[src/rtl/ucc_pkg.sv]
package ucc_pkg;

    localparam int DATA_W     = 8;
    localparam int ADDR_W     = 6;
    localparam int CMD_W      = 7;
    localparam int NUM_MODE   = 2;
    localparam int MODE_PTR_W = 1;

    // register offsets inside the window
    localparam int OFS_MODE = 'h00;
    localparam int OFS_STAT = 'h04;
    localparam int OFS_CMD  = 'h08;
    localparam int OFS_TXB  = 'h0C;

    // status bit positions
    localparam int ST_RXRDY = 0;
    localparam int ST_FULL  = 1;
    localparam int ST_TXRDY = 2;
    localparam int ST_TXEMP = 3;

    typedef enum logic [2:0] {
        MISC_NOP     = 3'd0,
        MISC_PTR_RST = 3'd1,
        MISC_RX_RST  = 3'd2,
        MISC_TX_RST  = 3'd3,
        MISC_ERR_RST = 3'd4,
        MISC_BRK_CLR = 3'd5,
        MISC_BRK_ON  = 3'd6,
        MISC_BRK_OFF = 3'd7
    } misc_e;

    typedef enum logic [1:0] {
        DIR_KEEP = 2'd0,
        DIR_ON   = 2'd1,
        DIR_OFF  = 2'd2,
        DIR_RSVD = 2'd3
    } dir_e;

    typedef struct packed {
        misc_e misc;
        dir_e  tx;
        dir_e  rx;
    } cmd_t;

    typedef struct packed {
        logic ptr_rst;
        logic rx_rst;
        logic tx_rst;
        logic brk_clr;
        dir_e tx_dir;
        dir_e rx_dir;
    } act_t;

    function automatic logic apply_dir(dir_e d, logic cur);
        case (d)
            DIR_ON:  return 1'b1;
            DIR_OFF: return 1'b0;
            default: return cur;
        endcase
    endfunction

endpackage

[src/rtl/ucc_cmd_decode.sv]
module ucc_cmd_decode
    import ucc_pkg::*;
(
    input  logic             fire,
    input  logic [CMD_W-1:0] raw,
    output act_t             act
);

    cmd_t c;
    assign c = cmd_t'(raw);

    always_comb begin
        act = '0;
        if (fire) begin
            case (c.misc)
                MISC_PTR_RST: act.ptr_rst = 1'b1;
                MISC_RX_RST:  act.rx_rst  = 1'b1;
                MISC_TX_RST:  act.tx_rst  = 1'b1;
                MISC_BRK_CLR: act.brk_clr = 1'b1;
                default:      ;
            endcase
            act.tx_dir = c.tx;
            act.rx_dir = c.rx;
        end
    end

endmodule

[src/rtl/ucc_mode_regs.sv]
module ucc_mode_regs
    import ucc_pkg::*;
#(
    parameter int DW = 8
) (
    input  logic                  clk,
    input  logic                  rst,
    input  logic                  wr_en,
    input  logic                  ptr_rst,
    input  logic [DW-1:0]         wdata,
    output logic [DW-1:0]         rdata,
    output logic [MODE_PTR_W-1:0] ptr
);

    localparam logic [MODE_PTR_W-1:0] LAST = MODE_PTR_W'(NUM_MODE - 1);

    logic [DW-1:0]         regs [NUM_MODE];
    logic [MODE_PTR_W-1:0] ptr_q;

    for (genvar i = 0; i < NUM_MODE; i++) begin : g_mode
        always_ff @(posedge clk) begin
            if (rst)
                regs[i] <= '0;
            else if (wr_en && ptr_q == MODE_PTR_W'(i))
                regs[i] <= wdata;
        end
    end

    always_ff @(posedge clk) begin
        if (rst)
            ptr_q <= '0;
        else if (wr_en)
            ptr_q <= LAST;
        else if (ptr_rst)
            ptr_q <= '0;
    end

    assign rdata = regs[ptr_q];
    assign ptr   = ptr_q;

endmodule

[src/rtl/ucc_tx_hold.sv]
module ucc_tx_hold #(
    parameter int DW = 8
) (
    input  logic          clk,
    input  logic          rst,
    input  logic          load,
    input  logic          drop,
    input  logic          en,
    input  logic [DW-1:0] wdata,
    input  logic          tx_ready,
    output logic          tx_valid,
    output logic [DW-1:0] tx_data,
    output logic          empty
);

    logic          pend_q;
    logic [DW-1:0] byte_q;

    always_ff @(posedge clk) begin
        if (rst) begin
            pend_q <= 1'b0;
            byte_q <= '0;
        end else if (drop) begin
            pend_q <= 1'b0;
        end else if (load) begin
            pend_q <= 1'b1;
            byte_q <= wdata;
        end else if (tx_valid && tx_ready) begin
            pend_q <= 1'b0;
        end
    end

    assign tx_valid = pend_q && en;
    assign tx_data  = byte_q;
    assign empty    = !pend_q;

endmodule

[src/rtl/uart_ctrl_core.sv]
module uart_ctrl_core
    import ucc_pkg::*;
#(
    parameter int ADDR_W = ucc_pkg::ADDR_W,
    parameter int DATA_W = ucc_pkg::DATA_W
) (
    input  logic              clk,
    input  logic              rst,
    input  logic              bus_we,
    input  logic [ADDR_W-1:0] bus_addr,
    input  logic [DATA_W-1:0] bus_wdata,
    output logic [DATA_W-1:0] bus_rdata,
    output logic              tx_valid,
    input  logic              tx_ready,
    output logic [DATA_W-1:0] tx_data,
    input  logic              rx_avail,
    input  logic              rx_full,
    output logic              rx_en,
    output logic              rx_flush,
    output logic              brk_clr
);

    localparam logic [ADDR_W-1:0] A_MODE = ADDR_W'(OFS_MODE);
    localparam logic [ADDR_W-1:0] A_STAT = ADDR_W'(OFS_STAT);
    localparam logic [ADDR_W-1:0] A_CMD  = ADDR_W'(OFS_CMD);
    localparam logic [ADDR_W-1:0] A_TXB  = ADDR_W'(OFS_TXB);

    logic wr_mode, wr_cmd, wr_txb;
    assign wr_mode = bus_we && bus_addr == A_MODE;
    assign wr_cmd  = bus_we && bus_addr == A_CMD;
    assign wr_txb  = bus_we && bus_addr == A_TXB;

    act_t act;
    ucc_cmd_decode u_dec (
        .fire (wr_cmd),
        .raw  (bus_wdata[CMD_W-1:0]),
        .act  (act)
    );

    logic [DATA_W-1:0]     mode_rdata;
    logic [MODE_PTR_W-1:0] mode_ptr;
    ucc_mode_regs #(.DW(DATA_W)) u_mode (
        .clk     (clk),
        .rst     (rst),
        .wr_en   (wr_mode),
        .ptr_rst (act.ptr_rst),
        .wdata   (bus_wdata),
        .rdata   (mode_rdata),
        .ptr     (mode_ptr)
    );

    // enables: miscellaneous reset first, then the direction fields
    logic tx_en_q, rx_en_q, rx_flush_q, brk_clr_q;
    always_ff @(posedge clk) begin
        if (rst) begin
            tx_en_q    <= 1'b0;
            rx_en_q    <= 1'b0;
            rx_flush_q <= 1'b0;
            brk_clr_q  <= 1'b0;
        end else begin
            tx_en_q    <= apply_dir(act.tx_dir, act.tx_rst ? 1'b0 : tx_en_q);
            rx_en_q    <= apply_dir(act.rx_dir, act.rx_rst ? 1'b0 : rx_en_q);
            rx_flush_q <= act.rx_rst;
            brk_clr_q  <= act.brk_clr;
        end
    end

    logic tx_empty;
    ucc_tx_hold #(.DW(DATA_W)) u_txh (
        .clk      (clk),
        .rst      (rst),
        .load     (wr_txb),
        .drop     (act.tx_rst),
        .en       (tx_en_q),
        .wdata    (bus_wdata),
        .tx_ready (tx_ready),
        .tx_valid (tx_valid),
        .tx_data  (tx_data),
        .empty    (tx_empty)
    );

    logic [DATA_W-1:0] status;
    always_comb begin
        status           = '0;
        status[ST_RXRDY] = rx_avail;
        status[ST_FULL]  = rx_full;
        status[ST_TXRDY] = tx_en_q;
        status[ST_TXEMP] = tx_empty;
    end

    always_comb begin
        case (bus_addr)
            A_MODE:  bus_rdata = mode_rdata;
            A_STAT:  bus_rdata = status;
            default: bus_rdata = '0;
        endcase
    end

    assign rx_en    = rx_en_q;
    assign rx_flush = rx_flush_q;
    assign brk_clr  = brk_clr_q;

endmodule

[config.mk]
export PLATFORM = sky130hd
export DESIGN_NAME = uart_ctrl_core
export DESIGN_NICKNAME = d
export VERILOG_FILES = /design/src/rtl/ucc_pkg.sv /design/src/rtl/ucc_cmd_decode.sv /design/src/rtl/ucc_mode_regs.sv /design/src/rtl/ucc_tx_hold.sv /design/src/rtl/uart_ctrl_core.sv
export SDC_FILE = /design/constraint.sdc
export NUM_CORES = 1
export LEC_CHECK = 0
export BUFFER_PORTS_ARGS = -buffer_cell sky130_fd_sc_hd__buf_4
export CORE_MARGIN = 8
export CORE_UTILIZATION = 47
export DETAILED_ROUTE_END_ITERATION = 16
export PLACE_DENSITY_LB_ADDON = 0.15
export SYNTH_ARGS = -nofsm -noshare
export SYNTH_HDL_FRONTEND = slang
export SYNTH_SLANG_ARGS = --single-unit
[constraint.sdc]
create_clock -name clk -period 1.3 [get_ports clk]
set_input_delay 0.26 -clock clk [delete_from_list [all_inputs] [get_ports clk]]
set_output_delay 0.26 -clock clk [all_outputs]
set_load 0.05 [all_outputs]
==> metrics.md <==
| Metric | Value |
|---|---|
| Final worst slack | -0.389 ns |
| Initial antenna violation count | 0 |
| Hold Crit Class | primary input to flip-flop |
| Relative slew slack | 74.6% |
| Via count | approximately 1300 |
| Largest cells by area after synthesis | edfxtp_1 (31%), dfxtp_1 (19%), nor3_2 (7.1%) |
| Vias in the first global route | 1434 |
| DRC | 0 |
| Antenna Cells | 0 |
| Post-Synth Simple-Gate Area | 26.1% |
| Synth Warn # | 0 |
| CTS tree | done |
| Crit-path max cell delay | slightly above 0.4 ns |
| Vert. Die Dim | ~73 µm |
| Fin area | 2270 µm² |
| CP Capture Type | primary output |
| Root buffer cell | clkbuf_4 |
| Clk_lat worst skew | 0.33 ns |
| Xor and xnor area share after synthesis | 0% |
| Post-place instance area | 2080 µm² |
| Post-Place Cells | 239 |
| Core Region | ~3300 µm² |
| Crit path DAT | 1.43 ns |
| Fill count | 284 |
| DRT Wirelength | between 3000 and 4000 µm |
| Crit start category | flip-flop |
| Syn_nets | 167 |
| Compound-cell area share of the yosys netlist | 11.6% |
| CP Data Required Time | between 1 and 1.5 ns |
| GRT overflow | 0 |
| Fraction of registers with async set/reset | 0% |
| Fmax | slightly below 600 MHz |
| Leakage | 0.844 nW |
| Pwr/cell area | 803 nW/µm² |
| Share of the synthesized area in the top cell type | 31.0% |
| Final setup viols | 8 |
| Adder and majority cell fraction of the synthesized area | 0% |
| Post-DP HPWL | 2990 µm |
| Design Power | 1.82 mW |
| Total GRT Usage | 15.7% |
| Num ports | 40 |
| Final hold vios | 0 |
| Port buffer count | 39 |
| Min Tclk post-route | approximately 1.7 ns |
| Register area share after synthesis | 50.4% |
| Peak supply drop | 0.576 mV |
| Synth cell count leaders | edfxtp_1 (16), dfxtp_1 (15), inv_1 (11), nor3_2 (11), nand3_1 (10) |
| Die area | ~5400 µm² |
| Setup CP Type | flip-flop to primary output |
| Mapped Cells | roughly 150 |
| Via density | 5.38 |
| Worst slew pin tran | 0.382 ns |
| Initial Utilization | 47.5% |
| RSZ-0062 raised after global routing | true |
| Final Cycle Share | 130% |
| Largest net degree at the start of global routing | 20 |
| Clk_skew | 0.00575 ns |
| Drt wl/cell | about 16 µm |
| Pins over their slew limit | 0 |
| CP max stage cell | dfxtp_4 |
| Mux share of post-synthesis cell area | 5.34% |
| Largest family of logic cells by synthesized area | simple AND/OR/NAND/NOR gates |
| Setup TNS | -2.74 ns |
| CTS sink cnt | 31 |
| Clock slew at reported path FFs | 0.09 ns |
| Distinct cell type count of the synthesized netlist | 37 |
| 1st-iter DRT viols | 41 |
| Primary FF master, synth | edfxtp_1 |
| Layout cells sized above 1 | 54.5% |
| First-pass GRT wire length | between 6000 and 7000 µm |
| Cell Area, Synth | 1550 µm² |
| Die width | 73.4 µm |
| EDFF count, synth | 16 |
| CP max FO | 7 |
| Outcome | finished, violations left |
| Non-filler cells, final | approximately 250 |
| Nets | 221 |
| Hold Buf Count CTS | 0 |
| Area grow syn2layout | 46.5% |
| Post-route ant nets | 0 |
| Total CTS buffers | 5 |
| H-Tree Depth | 2 |
| Max-cap violations | 0 |
| Violated checks | setup timing |
| Cell type with the largest total area after synthesis | edfxtp_1 |
| Yosys reg bits | 31 |
| Final Wtd Congestion | 0.878 |
| Critical Path, Cell by Cell | mux2_4, mux2i_2, nor2_2, buf_6 |
| Top-count cell post-synth | edfxtp_1 |
| Pre-antenna DRT Iters | 4 |
| Row count | 21 |
| Syn_area_per_cell | 10.5 µm² |
| CTS max path bufs | 2 |
layer usage:
metal | global-route usage, % | up-vias | part of all wire [%] | wire length, µm
met5 | 0 | - | 0 | 0
li1 | - | 651 | - | -
met2 | 28.3 | 31 | 54 | 2120
met4 | 6.43 | 0 | 0.86 | 34
met1 | 16.5 | 646 | 40 | 1560
met3 | 4.77 | 6 | 5.7 | 223
final cells by class:
class | count | area (µm²) | share of cell area, %
clock buffer | 7 | 45.0 | 1.99
clock inverter | 1 | 5.00 | 0.221
multi-input combinational | 94 | 855 | 37.7
tap | 46 | 57.6 | 2.54
inverter | 12 | 46.3 | 2.04
sequential | 31 | 788 | 34.8
timing repair buffer | 57 | 470 | 20.8
kinds of logic after synthesis:
kind of cell | count (synthesis)
simple gates | 58
flops | 31
compound gates | 28
buf+inv | 22
mux | 8
cells in the final DEF (no fill, tap or decap), types with 3 or more instances in the layout:
| master | instances |
|---|---|
| buf_4 | 49 |
| nor3_1 | 5 |
| clkbuf_4 | 5 |
| buf_6 | 6 |
| nor2_4 | 5 |
| dfxtp_1 | 13 |
| mux2i_4 | 4 |
| nor3_2 | 14 |
| a21oi_1 | 8 |
| a211oi_2 | 3 |
| o21ai_1 | 5 |
| edfxtp_1 | 16 |
| inv_1 | 11 |
| nand3_1 | 10 |
| o21ai_0 | 3 |
report_power, final:
part / leakage, nW / switching [mW] / internal (mW) / total [mW]
clock network: 0.0293 / 0.319 / 0.211 / 0.529
registers: 0.288 / 0.0113 / 1.04 / 1.05
logic: 0.527 / 0.132 / 0.108 / 0.240
total: 0.844 / 0.463 / 1.36 / 1.82
state kept, by name, summed over array words and instances (netlist names), named ones only:
signal and cells:
brk_clr 1, rx_en 1, rx_flush 1, tx_en_q 1, u_mode.ptr 1, u_mode.regs 16, u_txh.pend_q 1, u_txh.tx_data 8
worst max-delay path: cells and delay by family, from the launching register on:
family | cells | cell delay, ns
mux | 2 | 0.49
flops | 1 | 0.41
buf+inv | 1 | 0.15
simple gates | 1 | 0.05
path summary, 6_finish.rpt:
check / slack [ns] / cells past startpoint / end / from
max: -0.39 / 4 / bus_rdata[0] / flip-flop
min: 0.21 / 3 / u_txh.tx_data[7] / bus_wdata[7]
max reg2reg: 0.21 / 2 / u_mode.regs[0][6] / u_mode.ptr
min reg2reg: 0.49 / 2 / rx_en / rx_en
timing repair:
item,4_1_cts,5_1_grt
setup endpoints to repair,9,13
resized for setup,17,12
buffers inserted,0,1
pin swaps,2,0
stage by stage:
step | setup WS (ns) | hold WS (ns) | utilization (%)
global placement | -0.274 | 0.468 | 63.9
global route | -0.449 | 0.205 | 69.6
CTS | -0.407 | 0.199 | 67.5
detailed placement | -0.300 | 0.475 | 63.9
finish | -0.389 | 0.207 | 69.6
floorplan | -0.264 | 0.404 | -
Note: power is estimated with default switching activity, not from simulation.
